==> src/rtl/dacbank_pkg.sv <==
package dacbank_pkg;
  localparam int NUM_CH   = 4;
  localparam int CODE_W   = 12;
  localparam int ADDR_W   = $clog2(NUM_CH);
  localparam int WORD_W   = ADDR_W + 2 + CODE_W;
  localparam int SLEEP_B  = CODE_W;
  localparam int FAST_B   = CODE_W + 1;
  localparam int ADDR_LSB = CODE_W + 2;

  typedef struct packed {
    logic [NUM_CH-1:0] chWrite;
    logic [CODE_W-1:0] code;
    logic              fastSel;
    logic              sleepSel;
    logic              loadAll;
  } bankStrobes_t;
endpackage

==> src/rtl/dacbank_ctrl.sv <==
module dacbank_ctrl
  import dacbank_pkg::*;
(
  input  logic              wordValid,
  input  logic [WORD_W-1:0] wordData,
  input  logic              loadN,
  output bankStrobes_t      strobes
);
  logic [ADDR_W-1:0] chSel;

  assign chSel = wordData[ADDR_LSB +: ADDR_W];

  always_comb begin
    strobes          = '0;
    strobes.code     = wordData[CODE_W-1:0];
    strobes.fastSel  = wordData[FAST_B];
    strobes.sleepSel = wordData[SLEEP_B];
    strobes.loadAll  = ~loadN;
    for (int i = 0; i < NUM_CH; i++) begin
      strobes.chWrite[i] = wordValid && (chSel == ADDR_W'(i));
    end
  end
endmodule

==> src/rtl/dacbank_datapath.sv <==
module dacbank_datapath
  import dacbank_pkg::*;
(
  input  logic                     clk,
  input  logic                     rstN,
  input  bankStrobes_t             strobes,
  input  logic                     pwrDownN,
  output logic [NUM_CH*CODE_W-1:0] codeOut,
  output logic [NUM_CH-1:0]        powerEn,
  output logic [NUM_CH-1:0]        fastMode
);
  for (genvar ch = 0; ch < NUM_CH; ch++) begin : g_chan
    logic [CODE_W-1:0] stageCode;
    logic [CODE_W-1:0] liveCode;
    logic              fastReg;
    logic              sleepReg;
    logic [CODE_W-1:0] nextStage;

    assign nextStage = strobes.chWrite[ch] ? strobes.code : stageCode;

    always_ff @(posedge clk or negedge rstN) begin
      if (!rstN) begin
        stageCode <= '0;
        fastReg   <= 1'b0;
        sleepReg  <= 1'b0;
      end else if (strobes.chWrite[ch]) begin
        stageCode <= strobes.code;
        fastReg   <= strobes.fastSel;
        sleepReg  <= strobes.sleepSel;
      end
    end

    always_ff @(posedge clk or negedge rstN) begin
      if (!rstN) begin
        liveCode <= '0;
      end else if (strobes.loadAll) begin
        liveCode <= nextStage;
      end
    end

    assign codeOut[ch*CODE_W +: CODE_W] = liveCode;
    assign fastMode[ch] = fastReg;
    assign powerEn[ch]  = pwrDownN & ~sleepReg;
  end
endmodule

==> src/rtl/quad_dac_bank.sv <==
module quad_dac_bank
  import dacbank_pkg::*;
(
  input  logic                     clk,
  input  logic                     rstN,
  input  logic                     wordValid,
  input  logic [WORD_W-1:0]        wordData,
  input  logic                     loadN,
  input  logic                     pwrDownN,
  output logic [NUM_CH*CODE_W-1:0] codeOut,
  output logic [NUM_CH-1:0]        powerEn,
  output logic [NUM_CH-1:0]        fastMode
);
  bankStrobes_t strobes;

  dacbank_ctrl u_ctrl (
    .wordValid (wordValid),
    .wordData  (wordData),
    .loadN     (loadN),
    .strobes   (strobes)
  );

  dacbank_datapath u_dp (
    .clk      (clk),
    .rstN     (rstN),
    .strobes  (strobes),
    .pwrDownN (pwrDownN),
    .codeOut  (codeOut),
    .powerEn  (powerEn),
    .fastMode (fastMode)
  );
endmodule

==> config.mk <==
export PLATFORM = sky130hd
export DESIGN_NAME = quad_dac_bank
export DESIGN_NICKNAME = d
export VERILOG_FILES = /design/src/rtl/dacbank_pkg.sv /design/src/rtl/dacbank_ctrl.sv /design/src/rtl/dacbank_datapath.sv /design/src/rtl/quad_dac_bank.sv
export SDC_FILE = /design/constraint.sdc
export NUM_CORES = 1
export LEC_CHECK = 0
export ABC_AREA = 1
export BUFFER_PORTS_ARGS = -buffer_cell sky130_fd_sc_hd__buf_4
export CORE_UTILIZATION = 40
export DETAILED_ROUTE_END_ITERATION = 7
export SLEW_MARGIN = 10
export SYNTH_ARGS = -nofsm -noshare
export SYNTH_HDL_FRONTEND = slang
export SYNTH_SLANG_ARGS = --single-unit
==> constraint.sdc <==
create_clock -name clk -period 0.8 [get_ports clk]
set_input_delay 0.04 -clock clk [delete_from_list [all_inputs] [get_ports clk]]
set_output_delay 0.04 -clock clk [all_outputs]
set_load 0.02 [all_outputs]
; Word-level counts from Yosys, hierarchy flattened
; Cells that the tools add are included.
[word_totals]
ff_bits = 104
latchBits = 0
ram_bits = 0
romBits = 0
in_bits = 21
output_inout_bits = 56
memories = 0
[op_classes]
n_addsub = 0
mul = 0
div_mod_pow = 0
n_lt_le_gt_ge = 0
n_eq_ne = 3
n_shift = 0
muxes = 4
n_bitwise = 8
n_reduce_logical = 5
[op_table]
columns = cell, count
row1 = $mux 12, 4
row2 = $and 1x1->1, 4
row3 = $eq 2x2->1 const B, 2
row4 = $logic_and 1x1->1, 4
row5 = $not 1->1, 4
row6 = $eq 2x1->1 const B, 1
row7 = $logic_not 2->1, 1

; Longest topological paths before layout
[logic_depth]
word_depth = 3
mapped_depth = 7

; Cells and area by module
; A second synthesis with hierarchy kept.
[unflattened]
cells_unflattened = 531
area_unflattened_um2 = 4495.6
[by_module_without_submodules]
columns = module, instances, cells_each, area_per_inst_um2, seq_area_each_um2
row1 = dacbank_datapath, 1, 508, 4356.7, 2602.5
row2 = dacbank_ctrl, 1, 23, 138.9, 0.0

; Worst setup path before layout
; Ideal clock, no wire load.
[synth_path]
path_type = input port to flip-flop
startpoint = in wordData[15]
endpoint = reg u_dp.g_chan[0].stageCode[10]
t_arrival_ns = 0.757
path_slack_ns = -0.076
cell_stages = 6
n_path_buf = 2
path_cell_list = buf_4 -> nor2_4 -> nand2_1 -> buf_2 -> nand2_1 -> and2_1
[synth_via]
elab_chain_cells = 3
[synth_lines]
columns = item, line_no
row1 = from (decl), quad_dac_bank.sv:7  ; input logic [WORD_W-1:0] wordData,
row2 = $logic_not 2->1, dacbank_ctrl.sv:20  ; strobes.chWrite[i] = wordValid && (chSel == ADDR_W'(i));
row3 = $logic_and 1x1->1, dacbank_ctrl.sv:20
row4 = $mux 12, --
row5 = named net u_dp.g_chan[0].nextStage[10], dacbank_datapath.sv:17  ; logic [CODE_W-1:0] nextStage;
row6 = to (signal assigned), dacbank_datapath.sv:27  ; stageCode <= strobes.code;
row7 = to (decl), dacbank_datapath.sv:13  ; logic [CODE_W-1:0] stageCode;
; The timed path passes the listed nets, and every way through them passes these cells.
; A chain may end at the register's enable or synchronous reset.

; Final worst setup path
[layout_path]
startpoint = reg u_dp.g_chan[3].sleepReg
endpoint = out powerEn[3]
[layout_via]
elab_chain_cells = 2
[layout_lines]
columns = item, line_no
row1 = from (decl), dacbank_datapath.sv:16  ; logic sleepReg;
row2 = from (signal assigned), dacbank_datapath.sv:29  ; sleepReg <= strobes.sleepSel;
row3 = $not 1->1, dacbank_datapath.sv:43  ; assign powerEn[ch] = pwrDownN & ~sleepReg;
row4 = $and 1x1->1, dacbank_datapath.sv:43
row5 = to (decl), quad_dac_bank.sv:11  ; output logic [NUM_CH-1:0] powerEn,
; No other way between the ends.

==> flow_summary.json <==
{
  "portBuffers": 76,
  "clockBufferDepth": 2,
  "final.min_clock_period_ns": 1.05,
  "ys_seq_elements": 104,
  "drive_gt1_frac": 0.269,
  "grtUsageMet3": 0.0297,
  "gp_congestion": 0.765,
  "placed_area_mm2": 0.00536,
  "antenna_found_initial": 0,
  "p_leak_nw": 3.22,
  "worst_pin_slew_ns": 0.299,
  "cts.root.buffer_cell": "clkbuf_8",
  "die_area_mm2": 0.0116,
  "fin_crit_sh": 1.31,
  "clk_pin_slew_ns": 0.10,
  "skew_ns": 0.00756,
  "crit_buf_inv": 1,
  "violations": "negative setup slack",
  "max_freq_mhz": 953,
  "grt-ovfl-total": 0,
  "hpwl_mm": 7.23,
  "end_kind": "primary output",
  "syn-cell-area_mm2": 0.00446,
  "path_class": "flip-flop to primary output",
  "htree_levels": 3,
  "final_common_cell": "nand2_1",
  "layout_common_cells": "172 x nand2_1, 104 x dfrtp_1, 70 x buf_4",
  "start_util": 0.411,
  "core_mm2": 0.0108,
  "grt_pass1_vias": 3465,
  "wirelength_mm": 10.8,
  "cp_slowest_cell": "dfrtp_1",
  "synthCells": 515,
  "setup_slack_ns": -0.249,
  "met2_usage": 0.307,
  "cts_tree": "done",
  "critPathMaxFanout": 2,
  "ys_seq_area_frac": 0.584,
  "ir_drop_uv": 903,
  "ant_nets": 0,
  "cp.required_ns": 0.76,
  "fp.dieW_um": 108,
  "vias": 3608,
  "p_per_area_mw_per_mm2": 2260,
  "rsz0062_at_grt": "yes",
  "ys_types": 15,
  "syn-num-nets": 536,
  "die_height_um": 108,
  "maxCapViolations": 0,
  "cpLargestDelayFamily": "flip-flops",
  "setup_viol": 58,
  "dr.first_iter.drc_count": 215,
  "num_io_pins": 77,
  "slew_viol_final": 0,
  "avgSynthCellArea_um2": 8.66,
  "critical_path.max_stage_delay_ns": 0.40,
  "areaGrowthSynthToFinish_pct": 36.8,
  "routed_via_density": 4.63,
  "outcome": "finished, violations left",
  "drc": 0,
  "finalInstanceArea_mm2": 0.00610,
  "hp-class": "input port to flip-flop",
  "worstPathCellList": "nor2_1 -> buf_4",
  "insertion_delay_ns": 0.38,
  "grt.total_usage": 0.201,
  "cp-start-kind": "flip-flop",
  "grt_max_degree": 36,
  "slew_headroom": 0.801,
  "gr-usage-met1": 0.285,
  "cts.sinks": 104,
  "layout.nets": 655,
  "rows": 38,
  "numCtsBuffers": 9,
  "worst_ep_arrival_time_ns": 1.01,
  "top_usage_layer": "met2",
  "wl_per_cell_um": 13.9,
  "fin_hold_ws_ns": 0.0418,
  "hold_violations": 0,
  "grt_pass1_wl_mm": 17.3,
  "num_antenna_cells": 0,
  "dr.pass1.iters": 4,
  "ys_warn_count": 0
}
cell type report:
| class | instances | area, um2 |
|---|---|---|
| fillers | 996 | 4740 |
| clock buffers | 10 | 138 |
| flip-flops and latches | 104 | 2600 |
| repair buffers | 136 | 1340 |
| multi-input cells | 317 | 1510 |
| clock inverters | 6 | 82.6 |
| inverters | 66 | 248 |
| well taps | 140 | 175 |
synth_stat cells:
cell / n / area share
nand3_1: 61 / 0.068
inv_1: 66 / 0.056
and2_1: 48 / 0.067
buf_2: 12 / 0.013
nand3_2: 2 / 0.0045
nor2_1: 4 / 0.0034
nand2_1: 179 / 0.15
buf_1: 2 / 0.0017
buf_4: 10 / 0.017
nor2_2: 2 / 0.0028
nand4_1: 12 / 0.017
dfrtp_1: 104 / 0.58
clkbuf_1: 4 / 0.0034
o21ai_0: 8 / 0.0090
nor2_4: 1 / 0.0025
what timing repair did:
item / in CTS / in global routing
gates resized for setup: 52 / 23
hold endpoints to repair: 111 / 0
pin swaps: 4 / 3
hold buffers: 3 / 0
endpoints found under the setup margin: 56 / 69
setup buffers: 20 / 13
tightest hold or removal path, stage by stage:
cell,delay [ns]
buf_4,0.08
inv_1,0.07
nand2_1,0.09
and2_1,0.11
kinds of logic after synthesis:
| logic type | after synthesis | share of synthesized area |
|---|---|---|
| simple gates | 309 | 0.316 |
| flops | 104 | 0.584 |
| buf+inv | 94 | 0.0909 |
| compound gates | 8 | 0.00898 |
through the flow:
stage / total power [mW] / setup TNS (ns) / cells / worst slack, ns / utilization
finish: 13.8 / -9.42 / 779 / -0.249 / 0.563
global placement: 9.46 / -8.71 / 729 / -0.120 / 0.495
global route: 14.5 / -11.31 / 779 / -0.322 / 0.563
detailed placement: 9.54 / -10.13 / 729 / -0.139 / 0.495
floorplan: 8.26 / 0 / 515 / 0.00817 / -
CTS: 13.7 / -10.26 / 768 / -0.268 / 0.550
layer usage:
metal | up-vias | part of all wire
met1 | 1706 | 0.46
met2 | 94 | 0.47
li1 | 1797 | -
met5 | - | 0
met4 | 0 | 0.017
met3 | 11 | 0.051
path summary, 6_finish.rpt:
| kind | startpoint | to | slack (ns) | cells past startpoint |
|---|---|---|---|---|
| min reg2reg | u_dp.g_chan[2].sleepReg | u_dp.g_chan[2].sleepReg | 0.50 | 2 |
| max in group asynchronous | rstN | u_dp.g_chan[3].liveCode[8] | 0.22 | 3 |
| max reg2reg | u_dp.g_chan[2].fastReg | u_dp.g_chan[2].fastReg | -0.05 | 4 |
| max | u_dp.g_chan[3].sleepReg | powerEn[3] | -0.25 | 2 |
| min | wordData[11] | u_dp.g_chan[2].stageCode[11] | 0.04 | 4 |
| min in group asynchronous | rstN | u_dp.g_chan[2].liveCode[2] | 0.10 | 2 |
state kept, by name (all words and copies together), names as in the netlist:
name,cells
u_dp.g_chan.fastReg,4
u_dp.g_chan.liveCode,48
u_dp.g_chan.sleepReg,4
u_dp.g_chan.stageCode,48
power by group:
part	switching, mW	internal (mW)	leakage, nW
Clock	1.79	1.83	0.112
Sequential	0.429	6.06	1.17
Combinational	1.84	1.84	1.93
Power figures use the tool's default switching activity.
